==> src/rtl/rbt_pkg.sv <==
package rbt_pkg;
  typedef enum logic [1:0] {
    RF_IDLE = 2'd0,
    RF_ASK  = 2'd1,
    RF_WAIT = 2'd2
  } refill_state_e;
endpackage

==> src/rtl/rbt_class_stack.sv <==
module rbt_class_stack #(
  parameter int ADDR_W = 32,
  parameter int DEPTH  = 8,
  parameter int CNT_W  = 4
) (
  input  logic              clk,
  input  logic              rst_n,
  input  logic              push,
  input  logic [ADDR_W-1:0] push_addr,
  input  logic              pop,
  output logic [ADDR_W-1:0] pop_addr,
  output logic [CNT_W-1:0]  count,
  output logic              dropped
);
  localparam int IDX_W = (DEPTH > 1) ? $clog2(DEPTH) : 1;

  logic [ADDR_W-1:0] slots [DEPTH];
  logic              full, empty;
  logic [CNT_W-1:0]  cnt_m1;
  logic [IDX_W-1:0]  top_idx, wr_idx;

  always_comb begin
    full    = (count == CNT_W'(DEPTH));
    empty   = (count == '0);
    cnt_m1  = count - CNT_W'(1);
    top_idx = cnt_m1[IDX_W-1:0];
    wr_idx  = count[IDX_W-1:0];
    dropped = push && !pop && full;
    if (push && pop)
      pop_addr = push_addr;          // insertion first: bypass to the query
    else if (pop && !empty)
      pop_addr = slots[top_idx];
    else
      pop_addr = '0;
  end

  always_ff @(posedge clk) begin
    if (!rst_n)
      count <= '0;
    else if (push && !pop && !full)
      count <= count + CNT_W'(1);
    else if (pop && !push && !empty)
      count <= cnt_m1;
  end

  always_ff @(posedge clk) begin
    if (push && !pop && !full)
      slots[wr_idx] <= push_addr;
  end
endmodule

==> src/rtl/rbt_size_class.sv <==
module rbt_size_class #(
  parameter int SIZE_W      = 16,
  parameter int NUM_CLASSES = 4,
  parameter int MIN_BYTES   = 16,
  parameter int CLS_W       = 2
) (
  input  logic [SIZE_W-1:0] size,
  output logic [CLS_W-1:0]  cls,
  output logic              fits
);
  logic [NUM_CLASSES-1:0] fit_vec;

  for (genvar c = 0; c < NUM_CLASSES; c++) begin : g_bound
    assign fit_vec[c] = (size <= SIZE_W'(MIN_BYTES << c));
  end

  always_comb begin
    cls = '0;
    for (int c = NUM_CLASSES - 1; c >= 0; c--)
      if (fit_vec[c]) cls = CLS_W'(c);
    fits = fit_vec[NUM_CLASSES-1];
  end
endmodule

==> src/rtl/rbt_refill_ctrl.sv <==
module rbt_refill_ctrl
  import rbt_pkg::*;
#(
  parameter int NUM_CLASSES = 4,
  parameter int CLS_W       = 2
) (
  input  logic                   clk,
  input  logic                   rst_n,
  input  logic [NUM_CLASSES-1:0] low_vec,
  output logic                   req_valid,
  input  logic                   req_ready,
  output logic [CLS_W-1:0]       req_class,
  input  logic                   rsp_fire
);
  refill_state_e    state_q;
  logic [CLS_W-1:0] pick;

  always_comb begin
    pick = '0;
    for (int c = NUM_CLASSES - 1; c >= 0; c--)
      if (low_vec[c]) pick = CLS_W'(c);
  end

  assign req_valid = (state_q == RF_ASK);

  always_ff @(posedge clk) begin
    if (!rst_n) begin
      state_q   <= RF_IDLE;
      req_class <= '0;
    end else begin
      unique case (state_q)
        RF_IDLE: if (|low_vec) begin
          req_class <= pick;
          state_q   <= RF_ASK;
        end
        RF_ASK:  if (req_ready) state_q <= RF_WAIT;
        RF_WAIT: if (rsp_fire)  state_q <= RF_IDLE;
        default: state_q <= RF_IDLE;
      endcase
    end
  end
endmodule

==> src/rtl/reuse_block_table.sv <==
module reuse_block_table #(
  parameter int ADDR_W      = 32,
  parameter int SIZE_W      = 16,
  parameter int NUM_CLASSES = 4,
  parameter int DEPTH       = 8,
  parameter int MIN_BYTES   = 16,
  parameter int REFILL_LOW  = 2,
  parameter int DROP_W      = 8,
  localparam int CLS_W      = (NUM_CLASSES > 1) ? $clog2(NUM_CLASSES) : 1
) (
  input  logic              clk,
  input  logic              rst_n,
  input  logic              ins_valid,
  output logic              ins_ready,
  input  logic [ADDR_W-1:0] ins_addr,
  input  logic [CLS_W-1:0]  ins_class,
  input  logic              qry_valid,
  input  logic [SIZE_W-1:0] qry_size,
  output logic              rsp_valid,
  output logic [ADDR_W-1:0] rsp_addr,
  output logic              ref_req_valid,
  input  logic              ref_req_ready,
  output logic [CLS_W-1:0]  ref_req_class,
  input  logic              ref_rsp_valid,
  output logic              ref_rsp_ready,
  input  logic [CLS_W-1:0]  ref_rsp_class,
  input  logic [ADDR_W-1:0] ref_rsp_addr,
  output logic [DROP_W-1:0] drop_count
);
  localparam int CNT_W = $clog2(DEPTH + 1);

  logic [CLS_W-1:0]       q_cls;
  logic                   q_fits;
  logic                   rsp_fire, rsp_store, drop_hit;
  logic [NUM_CLASSES-1:0] push_v, pop_v, drop_v, low_v, ins_hit;
  logic [ADDR_W-1:0]      push_addr_c [NUM_CLASSES];
  logic [ADDR_W-1:0]      pop_addr_c  [NUM_CLASSES];
  logic [CNT_W-1:0]       cnt_c       [NUM_CLASSES];

  assign ins_ready     = 1'b1;
  assign ref_rsp_ready = !(ins_valid && (ins_class == ref_rsp_class));
  assign rsp_fire      = ref_rsp_valid && ref_rsp_ready;
  assign rsp_store     = rsp_fire && (ref_rsp_addr != '0);

  rbt_size_class #(
    .SIZE_W(SIZE_W), .NUM_CLASSES(NUM_CLASSES),
    .MIN_BYTES(MIN_BYTES), .CLS_W(CLS_W)
  ) sizer_i (
    .size(qry_size), .cls(q_cls), .fits(q_fits)
  );

  for (genvar c = 0; c < NUM_CLASSES; c++) begin : g_cls
    assign ins_hit[c]     = ins_valid && (ins_class == CLS_W'(c));
    assign push_v[c]      = ins_hit[c] || (rsp_store && (ref_rsp_class == CLS_W'(c)));
    assign push_addr_c[c] = ins_hit[c] ? ins_addr : ref_rsp_addr;
    assign pop_v[c]       = qry_valid && q_fits && (q_cls == CLS_W'(c));
    assign low_v[c]       = (cnt_c[c] < CNT_W'(REFILL_LOW));

    rbt_class_stack #(
      .ADDR_W(ADDR_W), .DEPTH(DEPTH), .CNT_W(CNT_W)
    ) stack_i (
      .clk(clk), .rst_n(rst_n),
      .push(push_v[c]), .push_addr(push_addr_c[c]),
      .pop(pop_v[c]), .pop_addr(pop_addr_c[c]),
      .count(cnt_c[c]), .dropped(drop_v[c])
    );
  end

  // a refill push never shares a class with an insertion, so a drop in an
  // inserted class belongs to the insertion
  assign drop_hit = |(drop_v & ins_hit);

  rbt_refill_ctrl #(
    .NUM_CLASSES(NUM_CLASSES), .CLS_W(CLS_W)
  ) refill_i (
    .clk(clk), .rst_n(rst_n), .low_vec(low_v),
    .req_valid(ref_req_valid), .req_ready(ref_req_ready),
    .req_class(ref_req_class), .rsp_fire(rsp_fire)
  );

  always_ff @(posedge clk) begin
    if (!rst_n) begin
      rsp_valid  <= 1'b0;
      rsp_addr   <= '0;
      drop_count <= '0;
    end else begin
      rsp_valid <= qry_valid;
      rsp_addr  <= (qry_valid && q_fits) ? pop_addr_c[q_cls] : '0;
      if (drop_hit && (drop_count != '1))
        drop_count <= drop_count + DROP_W'(1);
    end
  end
endmodule

==> config.mk <==
export PLATFORM = sky130hd
export DESIGN_NAME = reuse_block_table
export DESIGN_NICKNAME = d
export VERILOG_FILES = /design/src/rtl/rbt_pkg.sv /design/src/rtl/rbt_class_stack.sv /design/src/rtl/rbt_size_class.sv /design/src/rtl/rbt_refill_ctrl.sv /design/src/rtl/reuse_block_table.sv
export SDC_FILE = /design/constraint.sdc
export NUM_CORES = 1
export LEC_CHECK = 0
export CORE_ASPECT_RATIO = 0.9
export CORE_UTILIZATION = 30
export CTS_CLUSTER_DIAMETER = 50
export DETAILED_ROUTE_END_ITERATION = 8
export PLACE_DENSITY = 0.48
export SYNTH_ARGS = -nofsm -noshare
export SYNTH_HDL_FRONTEND = slang
export SYNTH_SLANG_ARGS = --single-unit
==> constraint.sdc <==
create_clock -name clk -period 9.15 [get_ports clk]
set_clock_uncertainty 0.05 [all_clocks]
set_input_delay 1.83 -clock clk [delete_from_list [all_inputs] [get_ports clk]]
set_output_delay 1.83 -clock clk [all_outputs]
set_load 0.01 [all_outputs]
-- Yosys cells after proc, flatten, opt, wreduce, memory -nomap -nowiden
Memory sizes are Yosys's and may differ from the RTL's.
Cells that the tools add are included.
- add/subtract/negate cells: 9
- multipliers: 0
- divide/modulo/power cells: 0
- order comparisons: 9
- equality and inequality tests: 20
- shifts and indexed selects: 0
- muxes and demuxes: 43
- bitwise operators: 2
- reductions and logical operators: 84
- operators by type and width (kind ; number):
    2-to-1 mux 32 bit ; 14
    binary-select mux 32 bit (select 2 bit) ; 1
    logical AND 1 bit ; 45
    2-to-1 mux 4 bit ; 8
    nonzero test 32 bit ; 1
    2-to-1 mux 2 bit ; 11
    logical NOT 1 bit ; 17
    adder 4 x 1 -> 4 bit, second input constant ; 4
    == test 4 bit, second input constant ; 4
    less-or-equal comparator 16 x 5 -> 1 bit, second input constant ; 1
    less-or-equal comparator 16 x 6 -> 1 bit, second input constant ; 1
    less-or-equal comparator 16 x 7 -> 1 bit, second input constant ; 1
    less-or-equal comparator 16 x 8 -> 1 bit, second input constant ; 1
    logical NOT 4 bit ; 4
    less-than comparator 4 x 2 -> 1 bit, second input constant ; 4
    subtractor 4 x 1 -> 4 bit, second input constant ; 4
    == test 2 bit, second input constant ; 7
    adder 8 x 1 -> 8 bit, second input constant ; 1
    == test 2 x 1 -> 1 bit, second input constant ; 4
    logical NOT 2 bit ; 4
    2-to-1 mux 1 bit ; 8
    inequality test 8 bit, second input constant ; 1
    nonzero test 2 bit ; 4
    OR reduction 4 bit ; 2
    10 further kinds ; 15
- register bits: 61
- latch bits: 0
- RAM bits: 1024
- memory bits (read-only): 0
- input bits: 90
- output and inout port bits: 46
- logic and storage cells: 180
- memories kept: 4
- memory list (memory ; words ; width ; read ports ; clocked after memory_dff ; wr ports ; RTL line ; source):
    g_cls[0].stack_i.slots ; 8 ; 32 ; 1 ; 0 ; 1 ; rbt_class_stack.sv:17 ; logic [ADDR_W-1:0] slots [DEPTH];
    g_cls[1].stack_i.slots ; 8 ; 32 ; 1 ; 0 ; 1 ; rbt_class_stack.sv:17 ;
    g_cls[2].stack_i.slots ; 8 ; 32 ; 1 ; 0 ; 1 ; rbt_class_stack.sv:17 ;
    g_cls[3].stack_i.slots ; 8 ; 32 ; 1 ; 0 ; 1 ; rbt_class_stack.sv:17 ;

-- Depth between registers and ports, before layout
Gate-level depths: netlist (run 1).
- word-level depth: 13
- depth in mapped cells: 14
- depth with buffers taken out: 8

-- Modules after synthesis
From an unflattened synthesis (run 1), not the netlist that was laid out.
- cells, all modules: 2348
- area total of the unflattened synthesis: 44766.7 µm²
- modules (own cells, without submodules) (module ; times used ; cells an instance ; area an instance (µm²) ; seq. area each (µm²)):
    rbt_class_stack (g_cls[2].stack_i ...) ; 2 ; 491 ; 10161.0 ; 7767.4
    rbt_class_stack (g_cls[0].stack_i ...) ; 2 ; 491 ; 10156.0 ; 7767.4
    reuse_block_table ; 1 ; 344 ; 3812.4 ; 820.8
    rbt_refill_ctrl ; 1 ; 22 ; 186.4 ; 80.1
    rbt_size_class ; 1 ; 18 ; 133.9 ; 0.0

-- Worst setup path after synthesis (run 1)
OpenSTA, ideal clock, no wires.
- kind: input to register
- from: input port ins_class[1]
- to: register g_cls[3].stack_i.count[3]
- setup time: 0.133 ns
- arrival: 8.468 ns
- required time: 8.967 ns
- setup slack: 0.499 ns
- stages: 8
- buffers on the path: 2
- cells stage by stage: buf_2 xor2_1 o31a_1 buf_4 o211ai_4 a2111oi_0 o21a_1 nor3_1
- word-level cells in the longest chain between the ends: 11
- elaborated cells between the ends (all ways): 16
- classes of those cells: 2 x eq/ne; 1 x mux; 13 x reduce/logical
- ends and longest elaborated chain (item ; RTL line ; source):
    from (decl) ; reuse_block_table.sv:16 ; input logic [CLS_W-1:0] ins_class,
    == test 2 bit ; reuse_block_table.sv:41 ; assign ref_rsp_ready = !(ins_valid && (ins_class == ref_rsp_class));
    logical AND 1 bit ; reuse_block_table.sv:41 ;
    logical NOT 1 bit ; reuse_block_table.sv:41 ;
    logical AND 1 bit ; reuse_block_table.sv:42 ; assign rsp_fire = ref_rsp_valid && ref_rsp_ready;
    logical AND 1 bit ; reuse_block_table.sv:43 ; assign rsp_store = rsp_fire && (ref_rsp_addr != '0);
    logical AND 1 bit ; reuse_block_table.sv:54 ; assign push_v[c] = ins_hit[c] || (rsp_store && (ref_rsp_class == CLS_W'(c)));
    logical OR 1 bit (*) ; reuse_block_table.sv:54 ;
    logical NOT 1 bit ; rbt_class_stack.sv:42 ; else if (pop && !push && !empty)
    logical AND 1 bit (2 in series) ; rbt_class_stack.sv:42 ;
    nonzero test 2 bit (no line) ; n/a ;
    to (signal assigned) ; rbt_class_stack.sv:41 ; count <= count + CNT_W'(1);
    to (signal assigned) ; rbt_class_stack.sv:43 ; count <= cnt_m1;
    to (decl) ; rbt_class_stack.sv:12 ; output logic [CNT_W-1:0] count,
Every way passes the cells marked *; elsewhere a longest branch is shown, timed or not.
A chain may end at the register's enable or synchronous reset.

-- Final worst setup path (run 1)
- from: input port ref_rsp_addr[3]
- to: register rsp_addr[16]
- word-level cells in the longest chain between the ends: 9
- elaborated cells between the ends (all ways): 21
- classes of those cells: 7 x mux; 14 x reduce/logical
- ends and longest elaborated chain (item ; RTL line ; source):
    from (decl) ; reuse_block_table.sv:27 ; input logic [ADDR_W-1:0] ref_rsp_addr,
    nonzero test 32 bit (*) ; reuse_block_table.sv:43 ;
    logical AND 1 bit (*) ; reuse_block_table.sv:43 ;
    logical AND 1 bit ; reuse_block_table.sv:54 ;
    logical OR 1 bit ; reuse_block_table.sv:54 ;
    logical AND 1 bit ; rbt_class_stack.sv:29 ; if (push && pop)
    2-to-1 mux 32 bit ; rbt_class_stack.sv:29 ;
    binary-select mux 32 bit (select 2 bit) (*) ; reuse_block_table.sv:88 ; rsp_addr <= (qry_valid && q_fits) ? pop_addr_c[q_cls] : '0;
    2-to-1 mux 32 bit (implied by the code) (*) (2 in series) ; reuse_block_table.sv:88 ;
    to (signal assigned) ; reuse_block_table.sv:88 ;
    to (decl) ; reuse_block_table.sv:20 ; output logic [ADDR_W-1:0] rsp_addr,
Every way passes the cells marked *; elsewhere a longest branch is shown, timed or not. The select of a mux whose other input is x is not followed.

==> results of run 1 <==
## worst paths after layout
kind	endpoint	cells past startpoint	startpoint	slack, ns
max	rsp_addr[16]	7	ref_rsp_addr[3]	2.80
max reg2reg	rsp_addr[8]	7	g_cls[3].stack_i.count[0]	4.53
min	drop_count[4]	2	drop_count[4]	0.45
min reg2reg	drop_count[4]	2	drop_count[4]	0.45
## metrics by stage
| step | utilization | setup WS [ns] | power, W |
|---|---|---|---|
| after floorplan | - | 0.499 | 0.00624 |
| after global placement | 0.330 | 2.06 | 0.00670 |
| after detailed placement | 0.330 | 2.57 | 0.00672 |
| after CTS | 0.357 | 3.38 | 0.0115 |
| after global routing | 0.357 | 2.87 | 0.0118 |
| final | 0.357 | 2.80 | 0.0114 |
## kinds of logic (layout without fill, tap and decap cells)
group	after synthesis	after routing
compound gates	333	333
xor+xnor	9	9
fa+ha+maj	13	13
buf+inv	197	456
flops	1085	1085
mux	342	342
other cells	1	5
simple gates	757	757
## registers in the layout, indices dropped and copies added (netlist names)
signal and cells:
drop_count 8, g_cls.stack_i.count 16, g_cls.stack_i.slots 1024, refill_i.req_class 2
refill_i.state_q 2, rsp_addr 32, rsp_valid 1
## worst reg2reg max path, delay by kind of cell (launching register included)
family	cells	cell delay, ns
flops	1	0.78
buf+inv	3	1.66
fa+ha+maj	1	0.50
compound gates	2	0.92
mux	1	0.52
## routing by layer
layer | wire, microns | part of all wire | track usage
met4 | 3950 | 0.026 | 0.0526
met3 | 14600 | 0.097 | 0.0586
met5 | 67 | 0.00045 | 0
met2 | 67200 | 0.45 | 0.294
met1 | 64200 | 0.43 | 0.271
## layout by cell type (no fill, tap or decap), types with 7 or more instances in the layout
cell type           n
edfxtp_1         1024
nand2_1           546
mux4_2            220
clkdlybuf4s50_1   134
clkbuf_16         121
a32oi_1            80
buf_4              76
mux2i_1            67
dfxtp_1            57
mux2_2             55
nor3_1             48
a21oi_1            45
nand3_1            36
o211ai_1           32
a41oi_1            31
clkinv_1           24
a22o_1             21
o21ai_0            19
clkbuf_1           18
nor3_2             17
nor2_1             17
inv_1              14
a22oi_1            14
clkinv_2           13
nor4_2             12
a2111oi_2          12
inv_6              12
o21a_1             10
and2_1             10
nand2b_1           10
a221oi_1           10
ha_1               10
clkbuf_8            9
nor2b_1             8
clkinvlp_4          8
bufinv_16           8
clkinv_4            7
## final cells by class
type,count,area share
well taps,1972,0.0463
clock inverters,81,0.0149
repair buffers,210,0.0359
clock buffers,148,0.0604
flip-flops and latches,1085,0.600
multi-input cells,1455,0.241
inverters,17,0.00120
diodes,4,0.000188
## power by group through the flow
stage	registers [W]	logic (W)	clock network, W
4_1_cts	0.00556	0.00105	0.00492
2_1_floorplan	0.00564	0.000595	0
6_report	0.00556	0.00105	0.00482
5_1_grt	0.00557	0.00110	0.00510
3_5_place_dp	0.00567	0.00105	0
3_3_place_gp	0.00566	0.00104	0
==> summary.md, run 1 <==
| Metric | Value |
|---|---|
| RePlAce Congestion | `between 0.9 and 1` |
| Final setup viols | `0` |
| CTS buffer count | `about 120` |
| Post-synth top area share | `0.678` |
| RSZ-0062 raised after global routing | `false` |
| VDD IR max | `roughly 170 uV` |
| Outcome | `completed` |
| Internal | `0.00863 W` |
| Post-synth EDFFs | `~1000` |
| Fmax | `approximately 160 MHz` |
| Worst-path cell chain | `clkdlybuf4s50_1 -> nor4_2 -> nand4_2 -> o211ai_2 -> and3_1 -> o211ai_1 -> a41oi_1` |
| Worst setup EP type | `flip-flop` |
| Top-Level Pins | `about 140` |
| Finished Layout Cells | `4972` |
| Main combinational cell family by area after synthesis | `multiplexers` |
| Post-synthesis mux area share | `0.138` |
| Yosys warns | `0` |
| Crit-path leading delay family | `simple AND/OR/NAND/NOR gates` |
| Row cnt | `134` |
| Worst skew pair latency | `between 0.7 and 0.8 ns` |
| Critical Path AT | `about 7.0 ns` |
| CTS max path bufs | `3` |
| Slowest Stage Delay on Critical Path | `1.19 ns` |
| Post_cts resized | `0` |
| Mean number of vias per cell | `5.41` |
| Final instance area | `~0.053 sq mm` |
| Antenna Nets Post-Route | `0` |
| First DRT Iteration DRCs | `roughly 3200` |
| Area grow syn2layout | `17.5%` |
| Actual slew at the worst max-slew pin | `between 1 and 1.5 ns` |
| Core area | `about 0.15 sq mm` |
| Hold Vio Cnt, Final | `0` |
| Pwr dens | `about 210 mW/mm^2` |
| First-pass GRT wire length | `roughly 210000 microns` |
| Worst min-delay path category | `reg -> reg` |
| Initial Utilization | `0.304` |
| Gr usage total | `0.195` |
| Largest net degree at the start of global routing | `58` |
| Hold Worst Slack | `between 0.4 and 0.5 ns` |
| DP Wirelength | `about 100000 microns` |
| Placed inst area | `between 0.04 and 0.05 sq mm` |
| Post-Synth Adder-Cell Area | `0.00359` |
| Htree depth | `3` |
| Synth Flop Type | `edfxtp_1` |
| Worst setup path class | `in -> reg` |
| Most common cell in the netlist | `edfxtp_1` |
| Routed wire length | `approximately 150000 microns` |
| Area fraction in compound gates after synthesis | `0.0606` |
| CP Max Fanout | `24` |
| Logic pwr share | `0.092` |
| Post-route setup TNS | `0 ns` |
| DRC errors left | `0` |
| Die ar. | `around 0.15 sq mm` |
| Top cells by count, synth | `edfxtp_1, nand2_1, mux4_2, clkbuf_1, a32oi_1` |
| Fill cells | `approximately 14000` |
| Synth cell types | `80` |
| Sequential Power Share | `0.487` |
| Cts hold-fix bufs | `0` |
| First-pass DRT Iterations | `9` |
| Sw Ratio | `0.245` |
| Register area | `between 0.03 and 0.04 sq mm` |
| Share of post-route cells with drive strength above 1 | `0.209` |
| Buf+Inv Stages, Crit Path | `1` |
| Via count | `26900` |
| Area of the multi-input gates | `about 0.013 sq mm` |
| Antenna violations before repair | `13` |
| Sink Count | `roughly 1100` |
| Syn nets | `roughly 2800` |
| Synth Cell Area | `0.0454 sq mm` |
| LEAKAGE | `approximately 17 nW` |
| Clk slew on worst S/H paths | `approximately 0.060 ns` |
| Synth Area per Inst | `about 17 sq um` |
| P_sw | `about 0.0028 W` |
| TritonCTS clock tree | `built` |
| Chip Height | `371 microns` |
| Cell total after placement | `around 4700` |
| XOR/XNOR share of the synthesized area | `0.00174` |
| IO Port Bufs | `roughly 130` |
| Global route total overflow | `0` |
| Clk pwr share | `0.422` |
| Post-synthesis sequential area ratio | `0.705` |
| Vias in the first global route | `~26000` |
| Root Driver | `clkbuf_16` |
| CP required | `slightly below 10 ns` |
| Slew HR | `0.0163` |
| Final nets | `roughly 3000` |
| Post-Synth Simple-Gate Area | `0.0723` |
| Clock period minus worst slack | `approximately 6.4 ns` |
| Cell count after synthesis | `~2700` |
| Yosys reg bits | `roughly 1100` |
| Postcts setup bufs | `0` |
| Slowest-stage cell, CP | `and3_1` |
| Die width | `just over 400 microns` |
| Max-Cap Viols | `0` |
| Async S/R FF share, synth | `0` |
| CP startpoint kind | `input port` |
| Area leader, netlist | `edfxtp_1` |
| Fin. max-slew vios | `0` |
| DR WL/cell | `around 30 microns` |
| Area contributors post-synth | `edfxtp_1, mux4_2, nand2_1` |
| Fraction of the cycle the final worst path needs | `0.694` |
No activity file was read; power rests on OpenSTA's default activity.
==> run 2, diff against run 1 <==
--- a/config.mk
+++ b/config.mk
@@ -9,7 +9,7 @@
 export CORE_UTILIZATION = 30
 export CTS_CLUSTER_DIAMETER = 50
 export DETAILED_ROUTE_END_ITERATION = 8
-export PLACE_DENSITY = 0.48
+export PLACE_DENSITY = 0.47
 export SYNTH_ARGS = -nofsm -noshare
 export SYNTH_HDL_FRONTEND = slang
 export SYNTH_SLANG_ARGS = --single-unit
==> constraint.sdc (replaced) <==
create_clock -name clk -period 6.2 [get_ports clk]
set_clock_uncertainty 0.05 [all_clocks]
set_input_delay 1.24 -clock clk [delete_from_list [all_inputs] [get_ports clk]]
set_output_delay 1.24 -clock clk [all_outputs]
set_load 0.01 [all_outputs]
==> summary.md, run 2 (synthesis results as in run 1) <==
| Metric | Value |
|---|---|
| Outcome | `completed` |
| TritonCTS clock tree | `built` |
| Routed wire length | `142000 microns (-5.6%)` |
| Final core occ | `0.357 (-0.000579)` |
| Core area | `0.149 sq mm (unchanged)` |
| Final nets | `3016 (+0.77%)` |
| DP Wirelength | `96200 microns (-7.1%)` |
| Worst skew pair latency | `0.72 ns (-0.03 ns)` |
| CP most frequent cell | `clkdlybuf4s50_1` |
| Post_cts resized | `0 (unchanged)` |
| Gr usage total | `0.184 (-0.0104)` |
| Worst min-delay path category | `reg -> reg` |
| Fin. max-slew vios | `0 (unchanged)` |
| DR WL/cell | `28.4 microns (-5.9%)` |
| Hold path endpoint | `drop_count[4]` |
| Worst setup EP type | `output port` |
| Clock period minus worst slack | `4.66 ns` |
| Max FFs per register | `1024 (unchanged)` |
| Reg2Reg Setup Slack | `2.05 ns (-2.48 ns)` |
| Global route total overflow | `0 (unchanged)` |
| Initial Utilization | `0.304 (unchanged)` |
| CTS max path bufs | `3 (unchanged)` |
| Area of the multi-input gates | `0.0129 sq mm (+0.13%)` |
| Antenna violations before repair | `9 (-4)` |
| First DRT Iteration DRCs | `2549 (-21%)` |
| Die ar. | `0.153 sq mm (unchanged)` |
| Critical Path AT | `3.37 ns (-3.60 ns)` |
| Finished Layout Cells | `4988 (+0.32%)` |
| Fmax | `214 MHz` |
| VDD IR max | `211 uV (+27%)` |
| Clk slew on worst S/H paths | `0.06 ns (about the same)` |
| Slew HR | `0.171 (+0.155)` |
| DRC errors left | `0 (unchanged)` |
| Most common cell after layout, fill and taps aside | `edfxtp_1` |
| LEAKAGE | `17.0 nW (about the same)` |
| CP Max Fanout | `5 (-79%)` |
| Hold Startpoint | `drop_count[4]` |
| Worst setup path class | `in -> out` |
| Cell total after placement | `4764 (+0.53%)` |
| IO Port Bufs | `134 (unchanged)` |
| CTS buffer count | `119 (-1.7%)` |
| Worst-path cell chain | `clkdlybuf4s50_1 -> xor2_1 -> or3_1 -> clkdlybuf4s50_1` |
| Share of post-route cells with drive strength above 1 | `0.210 (+0.000880)` |
| Final setup viols | `0 (unchanged)` |
| First-pass GRT wire length | `200000 microns (-4.2%)` |
| First-pass DRT Iterations | `6 (-3)` |
| CP required | `4.91 ns (-4.86 ns)` |
| Power Total | `0.0164 W (+44%)` |
| Chip Height | `371 microns (unchanged)` |
| Reg-to-reg critical path startpoint | `g_cls[3].stack_i.count[0]` |
| Root Driver | `clkbuf_16` |
| RSZ-0062 raised after global routing | `false` |
| Die width | `412 microns (unchanged)` |
| Postcts setup bufs | `0 (unchanged)` |
| Largest registers | `g_cls.stack_i.slots: 1024 flops, rsp_addr: 32 flops, g_cls.stack_i.count: 16 flops` |
| Row cnt | `134 (unchanged)` |
| Area grow syn2layout | `17.3%` |
| Worst reg2reg path endpoint | `rsp_addr[23]` |
| CP startpoint kind | `input port` |
| Antenna Nets Post-Route | `0 (unchanged)` |
| Fill cells | `14000 (+0.029%)` |
| Max-Cap Viols | `0 (unchanged)` |
| Pwr dens | `308 mW/mm^2 (+44%)` |
| Most flop-heavy register | `g_cls.stack_i.slots` |
| RePlAce Congestion | `0.931 (-1.5%)` |
| Slowest-stage cell, CP | `clkdlybuf4s50_1` |
| Largest net degree at the start of global routing | `64 (+10%)` |
| Slowest Stage Delay on Critical Path | `0.83 ns (-0.36 ns)` |
| Hold path depth | `2 (unchanged)` |
| Htree depth | `3 (unchanged)` |
| Register area | `0.0320 sq mm (unchanged)` |
| Via count | `26500 (-1.5%)` |
| Mean number of vias per cell | `5.31 (-1.8%)` |
| Hold Vio Cnt, Final | `0 (unchanged)` |
| Actual slew at the worst max-slew pin | `1.24 ns (-0.229 ns)` |
| Top-Level Pins | `136 (unchanged)` |
| Sink Count | `1085 (unchanged)` |
| Fraction of the cycle the final worst path needs | `0.752` |
| Most frequent cells in the layout | `edfxtp_1, nand2_1, mux4_2` |
| Vias in the first global route | `26600 (+1.2%)` |
| R2R cell count | `8 (+1)` |
| Cts hold-fix bufs | `0 (unchanged)` |
## run 2: changes by cell type in the layout (fill, tap and decap cells not counted), sizes merged
cell,previous run,this run
bufinv,8,3
inv,34,27
buf,76,101
clkinvlp,8,5
clkbuf,148,163
clkinv,48,39
## run 2: how the worst max path moves through the flow
stage,depth (start not counted),end,slack [ns],startpoint
final,4,ref_rsp_ready,1.54,ref_rsp_class[1]
after global routing,7,rsp_addr[25],1.47,ref_rsp_addr[29]
after CTS,4,ref_rsp_ready,1.67,ref_rsp_class[1]
after detailed placement,8,g_cls[2].stack_i.slots[4][6],1.16,ref_rsp_addr[21]
after global placement,8,rsp_addr[17],0.62,ref_rsp_addr[21]
after floorplan,9,g_cls[2].stack_i.slots[0][0],-0.04,ins_class[1]
## run 2: worst max-delay path, delay by kind of cell
family,cells,cell delay [ns]
buf+inv,2,1.40
simple gates,1,0.55
xor+xnor,1,0.17
## run 2: area by class of cell
| class | instances | area share |
|---|---|---|
| Inverter | 17 | 0.00120 |
| Multi-Input combinational cell | 1455 | 0.242 |
| Timing Repair Buffer | 235 | 0.0396 |
| Antenna cell | 4 | 0.000188 |
| Clock inverter | 57 | 0.00799 |
| Clock buffer | 163 | 0.0618 |
| Sequential cell | 1085 | 0.601 |
| Tap cell | 1972 | 0.0464 |
## run 2: where the power goes
part	total, W	switching [W]	internal (W)
Sequential	0.00821	0.0000494	0.00816
Combinational	0.00146	0.000955	0.000506
Clock	0.00674	0.00290	0.00384
Total	0.0164	0.00391	0.0125
## run 2: per-stage QoR
stage / worst slack (ns) / hold slack [ns] / cell area (sq um) / setup TNS, ns
after floorplan: -0.0359 / 0.415 / 45400 / -2.30
after global placement: 0.624 / 0.428 / 49500 / 0
after detailed placement: 1.16 / 0.432 / 49500 / 0
after CTS: 1.67 / 0.440 / 53200 / 0
after global routing: 1.47 / 0.461 / 53200 / 0
final: 1.54 / 0.433 / 53200 / 0
## run 2: metal layers
layer	up-vias	GRT usage	routed length, microns
li1	11300	-	-
met1	13900	0.244	59700
met2	1047	0.294	66100
met3	207	0.0542	11900
met4	6	0.0504	3800
met5	-	0	58
